$ cat src/rtl/i2cmon_pkg.sv
package i2cmon_pkg;

    localparam int FRAME_BITS   = 9;
    localparam int PAYLOAD_BITS = FRAME_BITS - 1;
    localparam int CNT_W        = $clog2(FRAME_BITS);

    typedef enum logic [2:0] {
        EVT_START   = 3'd0,
        EVT_RSTART  = 3'd1,
        EVT_ADDR_WR = 3'd2,
        EVT_ADDR_RD = 3'd3,
        EVT_DATA_WR = 3'd4,
        EVT_DATA_RD = 3'd5,
        EVT_STOP    = 3'd6
    } evt_code_e;

    typedef enum logic [1:0] {
        MON_WAIT_START = 2'd0,
        MON_ADDR       = 2'd1,
        MON_DATA       = 2'd2
    } mon_state_e;

endpackage

$ cat src/rtl/i2cmon_sync.sv
// Multi-stage synchronizer for a group of asynchronous lines.
module i2cmon_sync #(
    parameter int              WIDTH   = 2,
    parameter int              STAGES  = 2,
    parameter logic [WIDTH-1:0] IDLE_VAL = '1
) (
    input  logic             clk,
    input  logic             rst_n,
    input  logic [WIDTH-1:0] d,
    output logic [WIDTH-1:0] q
);

    logic [WIDTH-1:0] chain_q [STAGES];

    always_ff @(posedge clk or negedge rst_n) begin
        if (!rst_n) begin
            for (int i = 0; i < STAGES; i++) begin
                chain_q[i] <= IDLE_VAL;
            end
        end else begin
            chain_q[0] <= d;
            for (int i = 1; i < STAGES; i++) begin
                chain_q[i] <= chain_q[i-1];
            end
        end
    end

    assign q = chain_q[STAGES-1];

endmodule

$ cat src/rtl/i2cmon_cond.sv
// Line condition detector: compares each synchronized sample with the one before.
module i2cmon_cond (
    input  logic clk,
    input  logic rst_n,
    input  logic scl_s,
    input  logic sda_s,
    output logic scl_rise,
    output logic start_seen,
    output logic stop_seen,
    output logic primed
);

    logic scl_prev_q;
    logic sda_prev_q;

    always_ff @(posedge clk or negedge rst_n) begin
        if (!rst_n) begin
            scl_prev_q <= 1'b1;
            sda_prev_q <= 1'b1;
            primed     <= 1'b0;
        end else begin
            scl_prev_q <= scl_s;
            sda_prev_q <= sda_s;
            primed     <= 1'b1;
        end
    end

    // No condition is reported until one sample has been stored.
    assign scl_rise   = primed && !scl_prev_q && scl_s;
    assign start_seen = primed && sda_prev_q && !sda_s && scl_s;
    assign stop_seen  = primed && !sda_prev_q && sda_s && scl_s;

endmodule

$ cat src/rtl/i2cmon_frame.sv
// Frame collector: shifts in payload bits, counts captures.
module i2cmon_frame
    import i2cmon_pkg::*;
(
    input  logic                  clk,
    input  logic                  rst_n,
    input  logic                  clear,
    input  logic                  shift_en,
    input  logic                  bit_in,
    output logic [CNT_W-1:0]      count,
    output logic                  at_last,
    output logic [FRAME_BITS-1:0] word_next
);

    localparam logic [CNT_W-1:0] LAST_IDX = CNT_W'(FRAME_BITS - 1);

    logic [PAYLOAD_BITS-1:0] shift_q;

    assign at_last   = (count == LAST_IDX);
    assign word_next = {shift_q, bit_in};

    always_ff @(posedge clk or negedge rst_n) begin
        if (!rst_n) begin
            shift_q <= '0;
            count   <= '0;
        end else if (clear || (shift_en && at_last)) begin
            shift_q <= '0;
            count   <= '0;
        end else if (shift_en) begin
            shift_q <= {shift_q[PAYLOAD_BITS-2:0], bit_in};
            count   <= count + 1'b1;
        end
    end

endmodule

$ cat src/rtl/i2c_bus_monitor.sv
module i2c_bus_monitor
    import i2cmon_pkg::*;
#(
    parameter int SYNC_STAGES = 2
) (
    input  logic       clk,
    input  logic       rst_n,
    input  logic       scl_in,
    input  logic       sda_in,
    output logic       evt_valid,
    output logic [2:0] evt_code,
    output logic [7:0] evt_byte,
    output logic [8:0] evt_raw,
    output logic       evt_nack
);

    logic [1:0] lines_s;
    logic       scl_rise, start_seen, stop_seen, primed;
    logic       frame_clear, frame_shift, frame_last;
    logic [CNT_W-1:0]      frame_cnt;
    logic [FRAME_BITS-1:0] frame_word;

    mon_state_e state_q, state_d;
    logic       rep_q, rep_d;
    logic       dir_q, dir_d;

    logic                    nx_valid;
    evt_code_e               nx_code;
    logic [PAYLOAD_BITS-1:0] nx_byte;
    logic [FRAME_BITS-1:0]   nx_raw;
    logic                    nx_nack;

    i2cmon_sync #(.WIDTH(2), .STAGES(SYNC_STAGES), .IDLE_VAL(2'b11)) u_sync (
        .clk   (clk),
        .rst_n (rst_n),
        .d     ({scl_in, sda_in}),
        .q     (lines_s)
    );

    i2cmon_cond u_cond (
        .clk        (clk),
        .rst_n      (rst_n),
        .scl_s      (lines_s[1]),
        .sda_s      (lines_s[0]),
        .scl_rise   (scl_rise),
        .start_seen (start_seen),
        .stop_seen  (stop_seen),
        .primed     (primed)
    );

    i2cmon_frame u_frame (
        .clk       (clk),
        .rst_n     (rst_n),
        .clear     (frame_clear),
        .shift_en  (frame_shift),
        .bit_in    (lines_s[0]),
        .count     (frame_cnt),
        .at_last   (frame_last),
        .word_next (frame_word)
    );

    // Next-state and next-record logic.
    always_comb begin
        state_d     = state_q;
        rep_d       = rep_q;
        dir_d       = dir_q;
        frame_clear = 1'b0;
        frame_shift = 1'b0;
        nx_valid    = 1'b0;
        nx_code     = EVT_START;
        nx_byte     = '0;
        nx_raw      = '0;
        nx_nack     = 1'b0;

        unique case (state_q)
            MON_WAIT_START: begin
                if (start_seen) begin
                    nx_valid    = 1'b1;
                    nx_code     = rep_q ? EVT_RSTART : EVT_START;
                    rep_d       = 1'b1;
                    dir_d       = 1'b0;
                    frame_clear = 1'b1;
                    state_d     = MON_ADDR;
                end
            end
            MON_ADDR: begin
                if (scl_rise) begin
                    frame_shift = 1'b1;
                    if (frame_last) begin
                        nx_valid = 1'b1;
                        nx_raw   = frame_word;
                        nx_nack  = frame_word[0];
                        nx_byte  = {1'b0, frame_word[FRAME_BITS-1:2]};
                        nx_code  = frame_word[1] ? EVT_ADDR_RD : EVT_ADDR_WR;
                        dir_d    = frame_word[1];
                        state_d  = MON_DATA;
                    end
                end
            end
            MON_DATA: begin
                if (scl_rise) begin
                    frame_shift = 1'b1;
                    if (frame_last) begin
                        nx_valid = 1'b1;
                        nx_raw   = frame_word;
                        nx_nack  = frame_word[0];
                        nx_byte  = frame_word[FRAME_BITS-1:1];
                        nx_code  = dir_q ? EVT_DATA_RD : EVT_DATA_WR;
                    end
                end else if (start_seen) begin
                    nx_valid    = 1'b1;
                    nx_code     = rep_q ? EVT_RSTART : EVT_START;
                    rep_d       = 1'b1;
                    dir_d       = 1'b0;
                    frame_clear = 1'b1;
                    state_d     = MON_ADDR;
                end else if (stop_seen) begin
                    nx_valid = 1'b1;
                    nx_code  = EVT_STOP;
                    rep_d    = 1'b0;
                    dir_d    = 1'b0;
                    state_d  = MON_WAIT_START;
                end
            end
            default: begin
                state_d = MON_WAIT_START;
            end
        endcase
    end

    // State register.
    always_ff @(posedge clk or negedge rst_n) begin
        if (!rst_n) begin
            state_q <= MON_WAIT_START;
            rep_q   <= 1'b0;
            dir_q   <= 1'b0;
        end else begin
            state_q <= state_d;
            rep_q   <= rep_d;
            dir_q   <= dir_d;
        end
    end

    // Output record register.
    always_ff @(posedge clk or negedge rst_n) begin
        if (!rst_n) begin
            evt_valid <= 1'b0;
            evt_code  <= '0;
            evt_byte  <= '0;
            evt_raw   <= '0;
            evt_nack  <= 1'b0;
        end else begin
            evt_valid <= nx_valid;
            evt_code  <= nx_valid ? nx_code : '0;
            evt_byte  <= nx_byte;
            evt_raw   <= nx_raw;
            evt_nack  <= nx_nack;
        end
    end

endmodule

$ cat config.mk
export PLATFORM = sky130hd
export DESIGN_NAME = i2c_bus_monitor
export DESIGN_NICKNAME = d
export VERILOG_FILES = /design/src/rtl/i2cmon_pkg.sv /design/src/rtl/i2cmon_sync.sv /design/src/rtl/i2cmon_cond.sv /design/src/rtl/i2cmon_frame.sv /design/src/rtl/i2c_bus_monitor.sv
export SDC_FILE = /design/constraint.sdc
export NUM_CORES = 1
export LEC_CHECK = 0
export CORE_MARGIN = 1
export CORE_UTILIZATION = 58
export DETAILED_ROUTE_END_ITERATION = 12
export GPL_TIMING_DRIVEN = 0
export PLACE_DENSITY = 0.84
export SETUP_SLACK_MARGIN = 0.15
export SYNTH_ARGS = -nofsm -noshare
export SYNTH_HDL_FRONTEND = slang
export SYNTH_SLANG_ARGS = --single-unit
$ cat constraint.sdc
create_clock -name clk -period 3.08 [get_ports clk]
set_input_delay 0.924 -clock clk [delete_from_list [all_inputs] [get_ports clk]]
set_output_delay 0.924 -clock clk [all_outputs]
set_load 0.01 [all_outputs]
# After elaboration in Yosys (flattened, before gate mapping)
# Cells that the tools add are included.
dict set report op_classes {
  mul 0
  addsub 1
  n_reduce_logical 21
  div 0
  order_cmp 0
  shift 0
  n_mux 56
  bitwise 0
  n_eq_ne 8
}
# operator count
set op_table {}
lappend op_table {{8-bit two-way mux} 4}
lappend op_table {{9-bit two-way mux} 3}
lappend op_table {{1-bit two-way mux} 25}
lappend op_table {{2-bit two-way mux} 8}
lappend op_table {{8-bit one-hot mux with 2 select lines} 1}
lappend op_table {{3-bit two-way mux} 5}
lappend op_table {{7-bit two-way mux} 2}
lappend op_table {{1-bit logical AND} 9}
lappend op_table {{3-bit one-hot mux with 3 select lines} 1}
lappend op_table {{4-bit two-way mux} 2}
lappend op_table {{2-bit != test (second input constant)} 3}
lappend op_table {{1-bit one-hot mux with 3 select lines} 2}
lappend op_table {{2-bit one-hot mux with 3 select lines} 1}
lappend op_table {{6-bit AND reduction} 1}
lappend op_table {{5-bit AND reduction} 1}
lappend op_table {{4-bit by 1-bit adder with 4-bit output (second input constant)} 1}
lappend op_table {{4-bit equality test (second input constant)} 1}
lappend op_table {{1-bit one-hot mux with 2 select lines} 2}
lappend op_table {{4-bit AND reduction} 1}
lappend op_table {{2-bit nonzero test} 2}
lappend op_table {{1-bit zero test} 3}
lappend op_table {{3-bit != test (second input constant)} 1}
lappend op_table {{3-bit nonzero test} 1}
lappend op_table {{2-bit by 1-bit equality test with 1-bit output (second input constant)} 1}
lappend op_table {{5 further kinds} 5}
dict set report totals {
  out_inout_bits 22
  ramBits 0
  latchBits 0
  reg_bits 45
  mem_count 0
  wordCells 101
  rom_bits 0
}

# Logic depth before layout (Yosys ltp)
# Gate-level depths: netlist of run 1.
dict set report depth {
  depth_word 9
  ltp_mapped 7
  ltp_nobuf 6
}

# By module
# Synthesis of run 1 repeated with hierarchy kept, for this count alone.
dict set report unflattened {
  cells_unflattened 163
  area_unflattened_um2 1931.9
}
# module n_inst area_per_inst_um2 cells_each
set modules_own_cells {}
lappend modules_own_cells {i2c_bus_monitor 1 1141.1 99}
lappend modules_own_cells {i2cmon_frame 1 560.5 51}
lappend modules_own_cells {i2cmon_sync 1 120.1 6}
lappend modules_own_cells {i2cmon_cond 1 110.1 7}

# Least setup slack after synthesis of run 1
# No wires, ideal clock.
dict set report synth_timing {
  kind {flip-flop to flip-flop}
  start {register u_frame.count[0]}
  end {register state_q[0]}
  setup_time_ns 0.127
  required_ns 2.953
  slack_ns 1.591
  path_stages_with_launch 7
  n_path_buf 0
  t_arrival_ns 1.362
  period_less_slack_ns 1.489
  path_cell_list {dfrtp_1 > inv_1 > ha_1 > nand3b_1 > o31ai_2 > nand3_2 > mux2_1}
}
dict set report synth_between {
  elab_chain_len 3
}
# item line_no
set synth_lines {}
lappend synth_lines {{start: declaration} i2cmon_frame.sv:10} ;# output logic [CNT_W-1:0] count,
lappend synth_lines {{start signal: assignment} i2cmon_frame.sv:31} ;# count <= count + 1'b1;
lappend synth_lines {{4-bit equality test} i2cmon_frame.sv:19} ;# assign at_last = (count == LAST_IDX);
lappend synth_lines {{2-bit by 1-bit != test with 1-bit output (no source line)} -}
lappend synth_lines {{5-bit AND reduction (no source line)} -}
lappend synth_lines {{end signal: assignment} i2c_bus_monitor.sv:138} ;# state_q <= state_d;
lappend synth_lines {{end: declaration} i2c_bus_monitor.sv:23} ;# mon_state_e state_q, state_d;
# Every way passes these cells.
# A chain may end at the register's enable or synchronous reset.

==> flow_metrics.env, run 1 <==
export IMPL_status="complete, no violations"
export IMPL_min_path_type="flop to flop"
export IMPL_insertion_delay_ns=0.37
export IMPL_synthAdderAreaFrac_pct=3.942
export IMPL_skew_ns=0.01698
export IMPL_synth_mux_area_share_pct=1.708
export IMPL_worst_setup_path_type="flop to primary output"
export IMPL_ant_nets=0
export IMPL_crit_start="evt_nack"
export IMPL_drive_above_1_share_pct=18.14
export IMPL_grt_pass1_wl_um=5761
export IMPL_yosysSeqAreaShare_pct=58.21
export IMPL_postCtsSetupBuffers=0
export IMPL_grt_max_degree=45
export IMPL_slew_headroom_pct=39.66
export IMPL_powerDensity_mw_per_mm2=632.8
export IMPL_syn_avg_cell_area_um2=11.14
export IMPL_dpl_hpwl_um=2482
export IMPL_crit_fanout=2
export IMPL_cts_resized_gates=0
export IMPL_num_antenna_cells=0
export IMPL_vias_per_cell=5.440
export IMPL_yosys_area_top_type="dfrtp_1"
export IMPL_r2r_start="state_q[0]"
export IMPL_min_period_over_period_pct=73.79
export IMPL_syn_nets=181
export IMPL_peakVddDrop_mv=0.5265
export IMPL_clk_path_buf_depth=2
export IMPL_setup_viol=0
export IMPL_tightest_slew_ns=0.9051
export IMPL_yosysMostFrequentCell="dfrtp_1"
export IMPL_rrSetupSlack_ns=1.35
export IMPL_crit_required_ns=2.16
export IMPL_async_flop_share_pct=100.0
export IMPL_die_h_um=59.30
export IMPL_netlist_instances=171
export IMPL_synth_edff_count=0
export IMPL_vias=1349
export IMPL_start_kind="flop"
export IMPL_start_util_pct=61.87
export IMPL_tns_ns=0
export IMPL_hold_violations=0
export IMPL_grt_setup_unrepaired="no"
export IMPL_endpoint_kind="primary output"
export IMPL_fmax_mhz=440.0
export IMPL_worst_slack_ns=0.8073
export IMPL_worst_ep_arrival_time_ns=1.35
export IMPL_grt_usage_pct=22.59
export IMPL_synth_compound_area_share_pct=11.63
export IMPL_clk_pin_slew_worst_paths_ns=0.12
export IMPL_r2r_end="u_frame.count[0]"
export IMPL_drv_slew=0
export IMPL_fin_nets=213
export IMPL_yosys_area_share_simple_pct=19.05
export IMPL_synth_top_family_by_area="simple AND/OR/NAND/NOR gates"
export IMPL_fp_dieArea_mm2=0.003516
export IMPL_clock_root_buffer="clkbuf_4"
export IMPL_synthTopCellsByCount="dfrtp_1, nand2_1, nor2_1"
export IMPL_leakage_uw=0.001041
export IMPL_syn_area_mm2=0.001904
export IMPL_routabilityCongestion=0.8657
export IMPL_synth_top_flop_cell="dfrtp_1"
export IMPL_synthXorXnorAreaFrac_pct=1.380
export IMPL_worstSetupEndpoint="evt_raw[0]"
export IMPL_wire_per_inst_um=13.73
export IMPL_ys_seq_elements=44
export IMPL_postCtsHoldBufs=0
export IMPL_totalWireLength_um=3404
export IMPL_ys_top_cells_by_area="dfrtp_1, dfstp_2, nand2_1"
export IMPL_area_delta_synth_final_pct=18.73
export IMPL_preCtsSetupSlack_ns=1.210
export IMPL_grt_pass1_vias=1255
export IMPL_fin_crit_ns=2.273
export IMPL_htreeDepth=2
export IMPL_yosysUniqueCellTypes=35
export IMPL_num_rows=20
export IMPL_initialDrtViolationCount=39
export IMPL_cts_tree="built"
export IMPL_die_x_um=59.30
export IMPL_cap_viol_max_count=0
export IMPL_rr_worst_depth=6
export IMPL_io_pins=26
export IMPL_clock_sinks=44
export IMPL_cts_made_buffers=5
export IMPL_port_buffers=25
export IMPL_coreArea_mm2=0.003078
export IMPL_yosysTopAreaCellShare_pct=49.93
export IMPL_antenna_found_initial=0
export IMPL_dr_pass1_iters=4
export IMPL_drc_errors=0
export IMPL_gr_total_overflow=0
export IMPL_yosysWarningCount=0
[worst min path at each step]
| stage | cells after the start | start | slack, ns | end |
|---|---|---|---|---|
| 2_1_floorplan | 0 | u_sync.chain_q[2] | 0.35 | u_sync.q[0] |
| 3_3_place_gp | 0 | u_sync.chain_q[2] | 0.35 | u_sync.q[0] |
| 3_5_place_dp | 0 | u_sync.chain_q[3] | 0.35 | u_sync.q[1] |
| 4_1_cts | 0 | u_sync.chain_q[3] | 0.37 | u_sync.q[1] |
| 5_1_grt | 0 | u_sync.chain_q[3] | 0.37 | u_sync.q[1] |
| 6_report | 0 | u_sync.chain_q[3] | 0.36 | u_sync.q[1] |
[critical path: stages (launching register included)]
cell	delay [ns]
dfrtp_1	0.40
buf_4	0.13
clkdlybuf4s50_1	0.46
[final cells by class]
class | count | area, um^2
flip-flops and latches | 44 | 1109
fillers | 220 | 817.0
multi-input cells | 114 | 721.9
repair buffers | 25 | 245.2
plain buffers | 8 | 55.05
well taps | 44 | 55.05
clock buffers | 5 | 37.54
clock inverters | 3 | 18.77
inverters | 5 | 18.77
[layout by cell type (no fill, tap or decap), types with 3 or more instances in the layout]
master and instances:
dfrtp_1 38, nand2_1 30, nor2_1 16, a21oi_2 8, dfstp_2 6, a22oi_1 8
ha_1 6, a21oi_1 8, clkdlybuf4s50_1 24, and3_1 9, inv_1 5, clkbuf_4 5
buf_2 3
[metal layers]
| layer | share of wire [%] | track usage, % | vias to the layer above |
|---|---|---|---|
| met3 | 3.8 | 5.895 | 5 |
| met5 | 0 | 0 | - |
| met4 | 1.6 | 8.163 | 0 |
| li1 | - | - | 643 |
| met2 | 48 | 34.83 | 35 |
| met1 | 46 | 30.97 | 666 |
[stage by stage]
step / instances / hold slack [ns] / util [%] / instance area (um^2) / total power [uW]
global placement: 240 / 0.3480 / 71.79 / 2210 / 1142
finish: 248 / 0.3630 / 73.46 / 2261 / 1431
CTS: 248 / 0.3671 / 73.46 / 2261 / 1436
floorplan: 171 / 0.3452 / - / 1904 / 1048
global route: 248 / 0.3713 / 73.46 / 2261 / 1524
detailed placement: 240 / 0.3476 / 71.63 / 2205 / 1170
[cells by family after synthesis]
| logic type | count (synthesis) |
|---|---|
| DFF | 44 |
| muxes | 3 |
| other | 1 |
| adders and majority gates | 6 |
| xor gates and xnor gates | 3 |
| AOI/OAI and AO/OA | 30 |
| buffers and inverters | 13 |
| and+or+nand+nor | 71 |
[state kept, by name, indices dropped and copies added, names as in the netlist]
register and cells:
evt_byte 8, evt_raw 8, u_frame.shift_q 8, u_frame.count 4, evt_code 3, state_q 2
u_sync.chain_q 2, u_sync.q 2, dir_q 1, evt_nack 1, evt_valid 1, rep_q 1
u_cond.primed 1, u_cond.scl_prev_q 1, u_cond.sda_prev_q 1
[where the power goes]
part           leakage, uW  switching (uW)  internal (uW)  total [uW]
clock network    0.0000349             182           87.6         270
logic             0.000423             257            173         430
registers         0.000583            79.5            651         731
Note: power is estimated with default switching activity, not from simulation.
==> inputs of run 2 (changes only) <==
CORE_UTILIZATION = 48   (was 58)
PLACE_DENSITY = 0.74   (was 0.84)
clock period = 1.9 ns   (was 3.08 ns; I/O delays follow)
==> run 2 against run 1 <==
  * Combinational power is 86% higher
  * Non-clock buffer count is 2 higher
  * Utilization is 10 points lower
  * Largest power group unchanged
  * Wire length is 0.47% lower
  * First-iteration DRC count is 10% higher
  * Register-to-register slack worse by 1.1 ns
  * Global-route usage is 4.1 points lower
  * Total power is 79% higher
  * Clock skew is 0.0080 ns lower
==> flow_metrics.env, run 2 (synthesis results as in run 1) <==
export IMPL_status="complete, no violations"
export IMPL_rr_worst_depth=6
export IMPL_crit_path_max_incr_delay_ns=0.52
export IMPL_clock_power_share_pct=22.7
export IMPL_powerDensity_mw_per_mm2=1085
export IMPL_final_common_cell="dfrtp_1"
export IMPL_min_path_type="flop to flop"
export IMPL_switching_share_pct=33.51
export IMPL_wire_per_inst_um=13.34
export IMPL_clk_pin_slew_worst_paths_ns=0.07
export IMPL_p_comb_share_pct=31.3
export IMPL_drive_above_1_share_pct=21.36
export IMPL_rrSetupSlack_ns=0.23
export IMPL_initialDrtViolationCount=43
export IMPL_critPathTopFamily="buffers and inverters"
export IMPL_fmax_mhz=585.9
export IMPL_intPower_uw=1701
export IMPL_dpl_hpwl_um=2374
export IMPL_finish_utilization_pct=62.97
export IMPL_totalWireLength_um=3388
export IMPL_p_switching_uw=857.4
export IMPL_hold_violations=0
export IMPL_grt_pass1_wl_um=5796
export IMPL_tns_ns=0
export IMPL_clock_root_buffer="clkbuf_8"
export IMPL_slowest_stage="clkdlybuf4s50_1"
export IMPL_r2r_end="state_q[0]"
export IMPL_fin_crit_ns=1.707
export IMPL_port_buffers=25
export IMPL_skew_ns=0.009017
export IMPL_die_h_um=64.99
export IMPL_grt_usage_pct=18.49
export IMPL_worst_ep_arrival_time_ns=1.14
export IMPL_clk_path_buf_depth=2
export IMPL_worstHoldStart="u_sync.chain_q[3]"
export IMPL_endpoint_kind="primary output"
export IMPL_num_antenna_cells=0
export IMPL_min_period_over_period_pct=89.82
export IMPL_grt_pass1_vias=1254
export IMPL_crit_required_ns=1.33
export IMPL_slew_headroom_pct=39.55
export IMPL_start_kind="flop"
export IMPL_hold_path_endpoint="u_sync.q[1]"
export IMPL_grt_setup_unrepaired="yes"
export IMPL_postLayoutCellArea_mm2=0.002357
export IMPL_r2r_start="u_frame.count[1]"
export IMPL_coreArea_mm2=0.003744
export IMPL_worstHoldPathCells=0
export IMPL_die_x_um=64.99
export IMPL_fp_dieArea_mm2=0.004223
export IMPL_grt_max_degree=45
export IMPL_clock_sinks=44
export IMPL_area_delta_synth_final_pct=23.78
export IMPL_postCtsHoldBufs=0
export IMPL_leakage_uw=0.001207
export IMPL_place_area_mm2=0.002210
export IMPL_top_regs="evt_byte x8, evt_raw x8, u_frame.shift_q x8"
export IMPL_cap_viol_max_count=0
export IMPL_routabilityCongestion=0.8787
export IMPL_hold_worst_slack_ns=0.3573
export IMPL_vias=1364
export IMPL_ant_nets=0
export IMPL_drv_slew=0
export IMPL_htreeDepth=2
export IMPL_crit_fanout=1
export IMPL_worst_slack_ns=0.1934
export IMPL_worst_setup_path_type="flop to primary output"
export IMPL_gr_total_overflow=0
export IMPL_preCtsSetupSlack_ns=0.1931
export IMPL_vias_per_cell=5.370
export IMPL_tightest_slew_ns=0.9067
export IMPL_antenna_found_initial=0
export IMPL_mostFrequentLayoutCells="dfrtp_1, nand2_1, nor2_1, clkdlybuf4s50_1, and3_1"
export IMPL_seq_power_share_pct=46.1
export IMPL_drc_errors=0
export IMPL_cts_tree="built"
export IMPL_insertion_delay_ns=0.29
export IMPL_cp_cell_sequence="clkdlybuf4s50_1"
export IMPL_cts_made_buffers=5
export IMPL_fin_nets=215
export IMPL_io_pins=26
export IMPL_setup_viol=0
export IMPL_peakVddDrop_mv=0.6873
export IMPL_crit_buf_inv=1
export IMPL_start_util_pct=50.87
export IMPL_dr_pass1_iters=4
export IMPL_num_rows=22
-- run 2: routing by layer --
layer	track usage (%)	part of all wire (%)	vias to the layer above	routed length (um)
met5	0	0	-	0
met4	6.667	1.0	0	34
met3	5.282	5.4	4	183
met2	28.39	49	46	1676
met1	24.91	44	669	1493
li1	-	-	645	-
-- run 2: area by class of cell --
type,count,area [um^2]
buffer,8,56.30
clock buffer,7,86.33
clock inverter,1,7.507
fill,315,1386
inverter,5,18.77
multi-input combinational,114,743.2
sequential,44,1109
tap,48,60.06
timing repair buffer,27,276.5
-- run 2: power groups by stage --
stage	logic, uW	clock network (uW)	registers [uW]
after floorplan	536	0	1160
after global placement	662	0	1190
after detailed placement	693	0	1200
after CTS	695	593	1180
after global routing	895	631	1200
final	800	580	1180
-- run 2: stage by stage --
step	cells	power, uW
after CTS	252	2466
after detailed placement	244	1889
after floorplan	171	1699
after global routing	254	2727
final	254	2558
after global placement	244	1848
-- run 2: worst max path at each step --
stage                         endpoint  depth (start not counted)  slack [ns]              from
global route                state_q[0]                          6        0.14  u_frame.count[1]
detailed placement  u_frame.shift_q[1]                          6        0.19        state_q[0]
global placement    u_frame.shift_q[4]                          1       -0.73             rst_n
finish                     evt_code[0]                          1        0.19       evt_code[0]
floorplan                   state_q[0]                          6        0.41  u_frame.count[0]
CTS                        evt_byte[3]                          1        0.16       evt_byte[3]
-- run 2: repair_timing --
action / 4_1_cts / 5_1_grt
buffers inserted: 0 / 2
resized for setup: 1 / 15
setup endpoints to repair: 1 / 20
pin swaps: 0 / 2
